[src/rtl/io_dec_pkg.sv]
package io_dec_pkg;

  typedef enum logic [1:0] {
    ST_IDLE,
    ST_K1,
    ST_K2,
    ST_OPEN
  } key_st_e;

  typedef struct packed {
    logic       vid;
    logic       pa1;
    logic       pa2;
    logic       vid_base;
    logic       hole;
    logic [3:0] grp;
    logic [3:0] idx;
  } dec_t;

endpackage

[src/rtl/io_addr_decode.sv]
module io_addr_decode
  import io_dec_pkg::*;
#(
  parameter int          ADDR_W   = 16,
  parameter logic [7:0]  PAGE_HI  = 8'h90,
  parameter logic [5:0]  PAGE_TOP = 6'b100100
) (
  input  logic [ADDR_W-1:0] addr_i,
  output dec_t              dec_o
);

  logic page_hit;

  assign page_hit = (addr_i[15:10] == PAGE_TOP);

  always_comb begin
    dec_o          = '0;
    dec_o.vid      = (addr_i[15:8] == PAGE_HI);
    dec_o.pa1      = page_hit & addr_i[4];
    dec_o.pa2      = page_hit & addr_i[5];
    dec_o.vid_base = (addr_i[15:8] == PAGE_HI) & (addr_i[7:4] == 4'h0);
    // undecoded hole: adapter bits clear, outside the video slice
    dec_o.hole     = page_hit & (addr_i[9:8] != 2'b00) & (addr_i[5:4] == 2'b00);
    dec_o.grp      = addr_i[9:6];
    dec_o.idx      = addr_i[3:0];
  end

endmodule

[src/rtl/io_unlock_fsm.sv]
module io_unlock_fsm
  import io_dec_pkg::*;
#(
  parameter int                DATA_W   = 8,
  parameter logic [DATA_W-1:0] KEY0     = 8'hA5,
  parameter logic [DATA_W-1:0] KEY1     = 8'h5A,
  parameter logic [DATA_W-1:0] KEY2     = 8'hC3,
  parameter logic [DATA_W-1:0] LOCK_VAL = 8'h00
) (
  input  logic              clk_i,
  input  logic              rst_ni,
  input  logic              key_wr_i,
  input  logic [DATA_W-1:0] wdata_i,
  output logic              open_o
);

  key_st_e st_q, st_d;

  always_comb begin
    st_d = st_q;
    if (key_wr_i) begin
      if (wdata_i == LOCK_VAL) begin
        st_d = ST_IDLE;
      end else begin
        unique case (st_q)
          ST_OPEN: st_d = ST_OPEN;
          ST_K2:   st_d = (wdata_i == KEY2) ? ST_OPEN :
                          (wdata_i == KEY0) ? ST_K1 : ST_IDLE;
          ST_K1:   st_d = (wdata_i == KEY1) ? ST_K2 :
                          (wdata_i == KEY0) ? ST_K1 : ST_IDLE;
          default: st_d = (wdata_i == KEY0) ? ST_K1 : ST_IDLE;
        endcase
      end
    end
  end

  always_ff @(posedge clk_i or negedge rst_ni) begin
    if (!rst_ni) st_q <= ST_IDLE;
    else         st_q <= st_d;
  end

  assign open_o = (st_q == ST_OPEN);

  AST_OPEN_ONLY_ON_KEY2: assert property (@(posedge clk_i) disable iff (!rst_ni)
    $rose(open_o) |-> $past(key_wr_i && (wdata_i == KEY2)));

  AST_LOCK_CLOSES: assert property (@(posedge clk_i) disable iff (!rst_ni)
    (key_wr_i && (wdata_i == LOCK_VAL)) |=> !open_o);

  AST_IDLE_HOLDS: assert property (@(posedge clk_i) disable iff (!rst_ni)
    !key_wr_i |=> $stable(open_o));

endmodule

[src/rtl/io_window_map.sv]
module io_window_map
  import io_dec_pkg::*;
#(
  parameter int         DATA_W  = 8,
  parameter logic [3:0] PAL_GRP = 4'b0100,
  parameter logic [3:0] EEP_GRP = 4'b0101
) (
  input  dec_t              dec_i,
  input  logic              unlocked_i,
  input  logic              valid_i,
  input  logic              rnw_i,
  input  logic [DATA_W-1:0] vid_rdata_i,
  input  logic [DATA_W-1:0] pal_rdata_i,
  input  logic [DATA_W-1:0] eep_rdata_i,
  output logic              drive_en_o,
  output logic [DATA_W-1:0] rdata_o,
  output logic              pal_stb_o,
  output logic              eep_stb_o
);

  logic pal_hit, eep_hit, win_hit;

  assign win_hit = dec_i.hole & unlocked_i;
  assign pal_hit = win_hit & (dec_i.grp == PAL_GRP);
  assign eep_hit = win_hit & (dec_i.grp == EEP_GRP);

  assign pal_stb_o  = valid_i & pal_hit;
  assign eep_stb_o  = valid_i & eep_hit;
  assign drive_en_o = valid_i & rnw_i & (dec_i.vid_base | win_hit);

  always_comb begin
    rdata_o = '0;
    if (drive_en_o) begin
      if (dec_i.vid_base)  rdata_o = vid_rdata_i;
      else if (pal_hit)    rdata_o = pal_rdata_i;
      else if (eep_hit)    rdata_o = eep_rdata_i;
      // reserved groups read as zero
    end
  end

endmodule

[src/rtl/io_page_decoder.sv]
module io_page_decoder
  import io_dec_pkg::*;
#(
  parameter int                DATA_W      = 8,
  parameter logic [15:0]       UNLOCK_ADDR = 16'h900F,
  parameter logic [DATA_W-1:0] KEY0        = 8'hA5,
  parameter logic [DATA_W-1:0] KEY1        = 8'h5A,
  parameter logic [DATA_W-1:0] KEY2        = 8'hC3,
  parameter logic [DATA_W-1:0] LOCK_VAL    = 8'h00,
  parameter logic [3:0]        PAL_GRP     = 4'b0100,
  parameter logic [3:0]        EEP_GRP     = 4'b0101
) (
  input  logic              clk_i,
  input  logic              rst_ni,
  input  logic [15:0]       addr_i,
  input  logic              rnw_i,
  input  logic              valid_i,
  input  logic [DATA_W-1:0] wdata_i,
  input  logic [DATA_W-1:0] vid_rdata_i,
  input  logic [DATA_W-1:0] pal_rdata_i,
  input  logic [DATA_W-1:0] eep_rdata_i,
  output logic              vid_sel_o,
  output logic              pa1_sel_o,
  output logic              pa2_sel_o,
  output logic              collision_o,
  output logic              drive_en_o,
  output logic [DATA_W-1:0] rdata_o,
  output logic              pal_stb_o,
  output logic              eep_stb_o,
  output logic [3:0]        reg_idx_o,
  output logic              unlocked_o
);

  localparam int ADDR_W = 16;

  dec_t       dec;
  logic       key_wr;
  logic [1:0] sel_cnt;

  io_addr_decode #(.ADDR_W(ADDR_W)) i_dec (
    .addr_i (addr_i),
    .dec_o  (dec)
  );

  assign key_wr = valid_i & ~rnw_i & (addr_i == UNLOCK_ADDR);

  io_unlock_fsm #(
    .DATA_W   (DATA_W),
    .KEY0     (KEY0),
    .KEY1     (KEY1),
    .KEY2     (KEY2),
    .LOCK_VAL (LOCK_VAL)
  ) i_fsm (
    .clk_i    (clk_i),
    .rst_ni   (rst_ni),
    .key_wr_i (key_wr),
    .wdata_i  (wdata_i),
    .open_o   (unlocked_o)
  );

  io_window_map #(
    .DATA_W  (DATA_W),
    .PAL_GRP (PAL_GRP),
    .EEP_GRP (EEP_GRP)
  ) i_win (
    .dec_i       (dec),
    .unlocked_i  (unlocked_o),
    .valid_i     (valid_i),
    .rnw_i       (rnw_i),
    .vid_rdata_i (vid_rdata_i),
    .pal_rdata_i (pal_rdata_i),
    .eep_rdata_i (eep_rdata_i),
    .drive_en_o  (drive_en_o),
    .rdata_o     (rdata_o),
    .pal_stb_o   (pal_stb_o),
    .eep_stb_o   (eep_stb_o)
  );

  assign vid_sel_o = dec.vid;
  assign pa1_sel_o = dec.pa1;
  assign pa2_sel_o = dec.pa2;
  assign reg_idx_o = dec.idx;

  assign sel_cnt     = {1'b0, dec.vid} + {1'b0, dec.pa1} + {1'b0, dec.pa2};
  assign collision_o = rnw_i & (sel_cnt > 2'd1);

  AST_DUAL_WRITE_CLEAN: assert property (@(posedge clk_i) disable iff (!rst_ni)
    (!rnw_i && pa1_sel_o && pa2_sel_o) |-> !collision_o);

  AST_DRIVE_NOT_ADAPTER: assert property (@(posedge clk_i) disable iff (!rst_ni)
    drive_en_o |-> !(pa1_sel_o || pa2_sel_o));

  AST_DRIVE_NO_COLLISION: assert property (@(posedge clk_i) disable iff (!rst_ni)
    drive_en_o |-> !collision_o);

  AST_LOCKED_SILENT: assert property (@(posedge clk_i) disable iff (!rst_ni)
    !unlocked_o |-> (!pal_stb_o && !eep_stb_o));

  AST_STROBES_EXCLUSIVE: assert property (@(posedge clk_i) disable iff (!rst_ni)
    $onehot0({pal_stb_o, eep_stb_o, vid_sel_o}));

endmodule

[config.mk]
export PLATFORM = sky130hd
export DESIGN_NAME = io_page_decoder
export DESIGN_NICKNAME = d
export VERILOG_FILES = /design/src/rtl/io_dec_pkg.sv /design/src/rtl/io_addr_decode.sv /design/src/rtl/io_unlock_fsm.sv /design/src/rtl/io_window_map.sv /design/src/rtl/io_page_decoder.sv
export SDC_FILE = /design/constraint.sdc
export NUM_CORES = 1
export LEC_CHECK = 0
export BUFFER_PORTS_ARGS = -buffer_cell sky130_fd_sc_hd__buf_2
export CAP_MARGIN = 20
export CORE_ASPECT_RATIO = 1.1
export CORE_MARGIN = 2
export CORE_UTILIZATION = 25
export DETAILED_ROUTE_END_ITERATION = 6
export GPL_ROUTABILITY_DRIVEN = 0
export PLACE_DENSITY_LB_ADDON = 0.12
export SLEW_MARGIN = 10
export SYNTH_ARGS = -nofsm -noshare
export SYNTH_HDL_FRONTEND = slang
export SYNTH_HIERARCHICAL = 1
export SYNTH_SLANG_ARGS = --single-unit
[constraint.sdc]
create_clock -name clk_i -period 2.7 [get_ports clk_i]
set_clock_uncertainty 0.05 [all_clocks]
set_input_delay 0.27 -clock clk_i [delete_from_list [all_inputs] [get_ports clk_i]]
set_output_delay 0.27 -clock clk_i [all_outputs]
set_load 0.01 [all_outputs]
==> run_results.csv <==
group,metric,value,unit
pwr,combPwrFrac,0.442,
floorplanning,die_w,54.8,um
timing,layout_setup_ws,0.113,ns
pwr,power_frac_clock,0.377,
timing,slew_violations,0,
pwr,p_total,0.000167,W
pwr,p_int,0.000116,W
worst_setup_path,slowest_delay,0.58,ns
yosys,syn_nets,152,
yosys,ys.flop_type,"dfrtp_1",
floorplanning,num_rows,20,
worst_setup_path,cpMaxStageDelayCell,"or4b_4",
placement,dp.cells,193,
timing,rsz0062_at_grt,"no",
pwr,switching_share,0.301,
global_route,grt_pass1_vias,897,
global_route,grt_pass1_wl,3640,um
floorplanning,num_io_pins,72,
worst_setup_path,end_kind,"primary output",
worst_setup_path,arrival,2.27,ns
yosys,syn_area,709,um2
timing,period_minus_slack,2.59,ns
clocking,cts-root-buf,"clkbuf_4",
timing,worst_slew_pin_slew,0.582,ns
drt,drt_iter0_drc,11,
floorplanning,start_util,0.260,
placement,hpwlAfterDp,2040,um
worst_setup_path,critPathKind,"in2out",
global_route,grt_usage,0.144,
pwr,ir_drop,0.233,mV
yosys,syn_area_per_cell,7.17,um2
timing,finalSetupViolCount,0,
drt,routed_wl,2380,um
timing,tns,0,ns
clocking,clkSlewWorstSetupHoldPaths,0.03,ns
hold_path,hp-class,"in2async",
pwr,seqPwrFrac,0.182,
worst_setup_path,startpoint_type,"primary input",
final_layout,largest_register,"i_fsm/st_q",
final_layout,area_growth,53.6,%
drt,drcViolationCount,0,
final_layout,num_antenna_cells,0,
job,drv_cap,0,
yosys,yosysUniqueCellTypes,37,
global_route,grt_max_degree,19,
yosys,ys_warn_count,6,
pwr,leakagePower,0.493,nW
final_layout,finalNetCount,219,
worst_setup_path,cp.required,2.38,ns
final_layout,fin_cells,197,
pwr,p_per_area,153,nW/um2
clocking,cts_buffers,3,
yosys,synth_edf_count,0,
floorplanning,core_area,2730,um2
global_route,grt-ovfl-total,0,
floorplanning,fp.dieArea,3280,um2
final_layout,drive_gt1_frac,0.530,
worst_setup_path,path_max_fanout,18,
timing,fin_crit_sh,0.958,
yosys,ys_seq_area_frac,0.0705,
drt,ant_nets,0,
drt,dr.pass1.iters,4,
timing,max_slew_margin,0.612,
final_layout,largest_reg_flops,2,
worst_setup_path,cp_cell_sequence,"buf_2 -> or4b_4 -> nor4_4 -> and4b_1 -> buf_12 -> a31oi_1 -> a221oi_1 -> buf_2",
clocking,insertion_delay,0.22,ns
clocking,cts_setup_buffers,0,
pwr,power_switching,0.0000500,W
clocking,htreeDepth,1,
drt,routed-via-count,1002,
drt,vias_per_cell,5.09,
timing,hold_viol,0,
final_layout,fin_util,0.400,
clocking,cts_tree,"yes",
yosys,ys_ff_latch,2,
clocking,cts_buffer_depth,2,
clocking,clock_sinks,2,
global_route,antenna_found_initial,0,
yosys,async_flop_share,1.00,
status,status,"completed",
final_layout,reg_top3,"i_fsm/st_q (2)",
timing,fmax,387,MHz
placement,place_ws,0.0841,ns
yosys,syn_inst,99,
worst_setup_path,cp_common_cell,"buf_2",
floorplanning,die_y,59.9,um
drt,wl_per_cell,12.1,um
placement,portBuffers,71,
## cells in the mapped netlist (2+ instances only)
library cell | number | area [um2]
nand2_1 | 11 | 41.3
a31oi_1 | 9 | 56.3
nand3_1 | 9 | 45.0
a221oi_1 | 8 | 70.1
buf_4 | 8 | 60.1
nor2_1 | 6 | 22.5
nor4_2 | 4 | 50.1
a21oi_1 | 3 | 15.0
and3_1 | 3 | 18.8
inv_1 | 3 | 11.3
and2_1 | 2 | 12.5
and4b_1 | 2 | 20.0
dfrtp_1 | 2 | 50.1
nand2b_1 | 2 | 12.5
nor2b_1 | 2 | 12.5
nor3_1 | 2 | 10.0
nor4b_2 | 2 | 30.0
o21ai_0 | 2 | 10.0
## through the flow
stage	area (um2)	hold slack, ns
after floorplan	709	-0.0756
after global placement	1040	0.00441
after detailed placement	1040	0.00683
after CTS	1070	0.300
after global routing	1090	0.335
final	1090	0.314
## worst max-delay path, delay by kind of cell
family,cells,cell delay (ns)
and+or+nand+nor,3,1.14
AOI/OAI and AO/OA,2,0.41
buffers and inverters,3,0.44
## placed cells by master, fill, tap and decap left out, types with 2 or more instances in the layout
cell       n
nand3_1    9
nand2b_1   2
and4b_1    2
nor4b_2    2
nor2b_1    2
nor4_2     3
buf_4      2
and2_1     2
a221oi_1   7
nor2_1     6
dfrtp_1    2
clkbuf_4   3
buf_2     71
and3_1     3
nand2_1   11
a31oi_1    9
inv_1      3
o21ai_0    2
nor3_1     2
a21oi_1    3
## area by class of cell
type                    count  area (um2)
clock buffers               3        22.5
fillers                   302        1640
inverters                   3        11.3
multi-input cells          81         564
flip-flops and latches      2        50.0
well taps                  33        41.3
repair buffers             75         400
## layer usage
layer  up-vias  share of wire  track usage
met1       438           0.42        0.161
met5         -              0            0
met3         0          0.099       0.0375
li1        517              -            -
met2        47           0.48        0.269
met4         0              0       0.0214
## timing repair
item	4_1_cts	5_1_grt
gates resized for setup	0	2
hold buffers	1	0
setup endpoints to repair	0	6
endpoints found under the hold margin	2	0
## power groups by stage
stage / clock [W] / sequential (W) / combinational (W)
final: 0.0000627 / 0.0000302 / 0.0000735
after CTS: 0.0000671 / 0.0000302 / 0.0000733
after global routing: 0.0000738 / 0.0000302 / 0.0000812
after floorplan: 0 / 0.0000305 / 0.0000283
after detailed placement: 0 / 0.0000305 / 0.0000719
after global placement: 0 / 0.0000305 / 0.0000705
## cells by family (layout without fill, tap and decap cells)
family          Yosys count  in the layout  share of synthesized area
simple gates             54             54                      0.494
buf+inv                  16             81                      0.155
fa+ha+maj                 1              1                     0.0176
compound gates           26             26                      0.263
flops                     2              2                     0.0705
## path summary, 6_finish.rpt
check | to | startpoint | cells past startpoint | slack (ns)
worst max-delay path | rdata_o[6] | addr_i[11] | 8 | 0.11
worst min-delay path | i_fsm/st_q[0] | rst_ni | 2 | 0.31
worst max register to register | i_fsm/st_q[0] | i_fsm/st_q[0] | 4 | 1.33
worst min register to register | i_fsm/st_q[0] | i_fsm/st_q[0] | 1 | 0.54
max in group asynchronous | i_fsm/st_q[1] | rst_ni | 2 | 2.19
min in group clk_i | i_fsm/st_q[1] | wdata_i[0] | 3 | 0.34
Power figures use the tool's default switching activity.
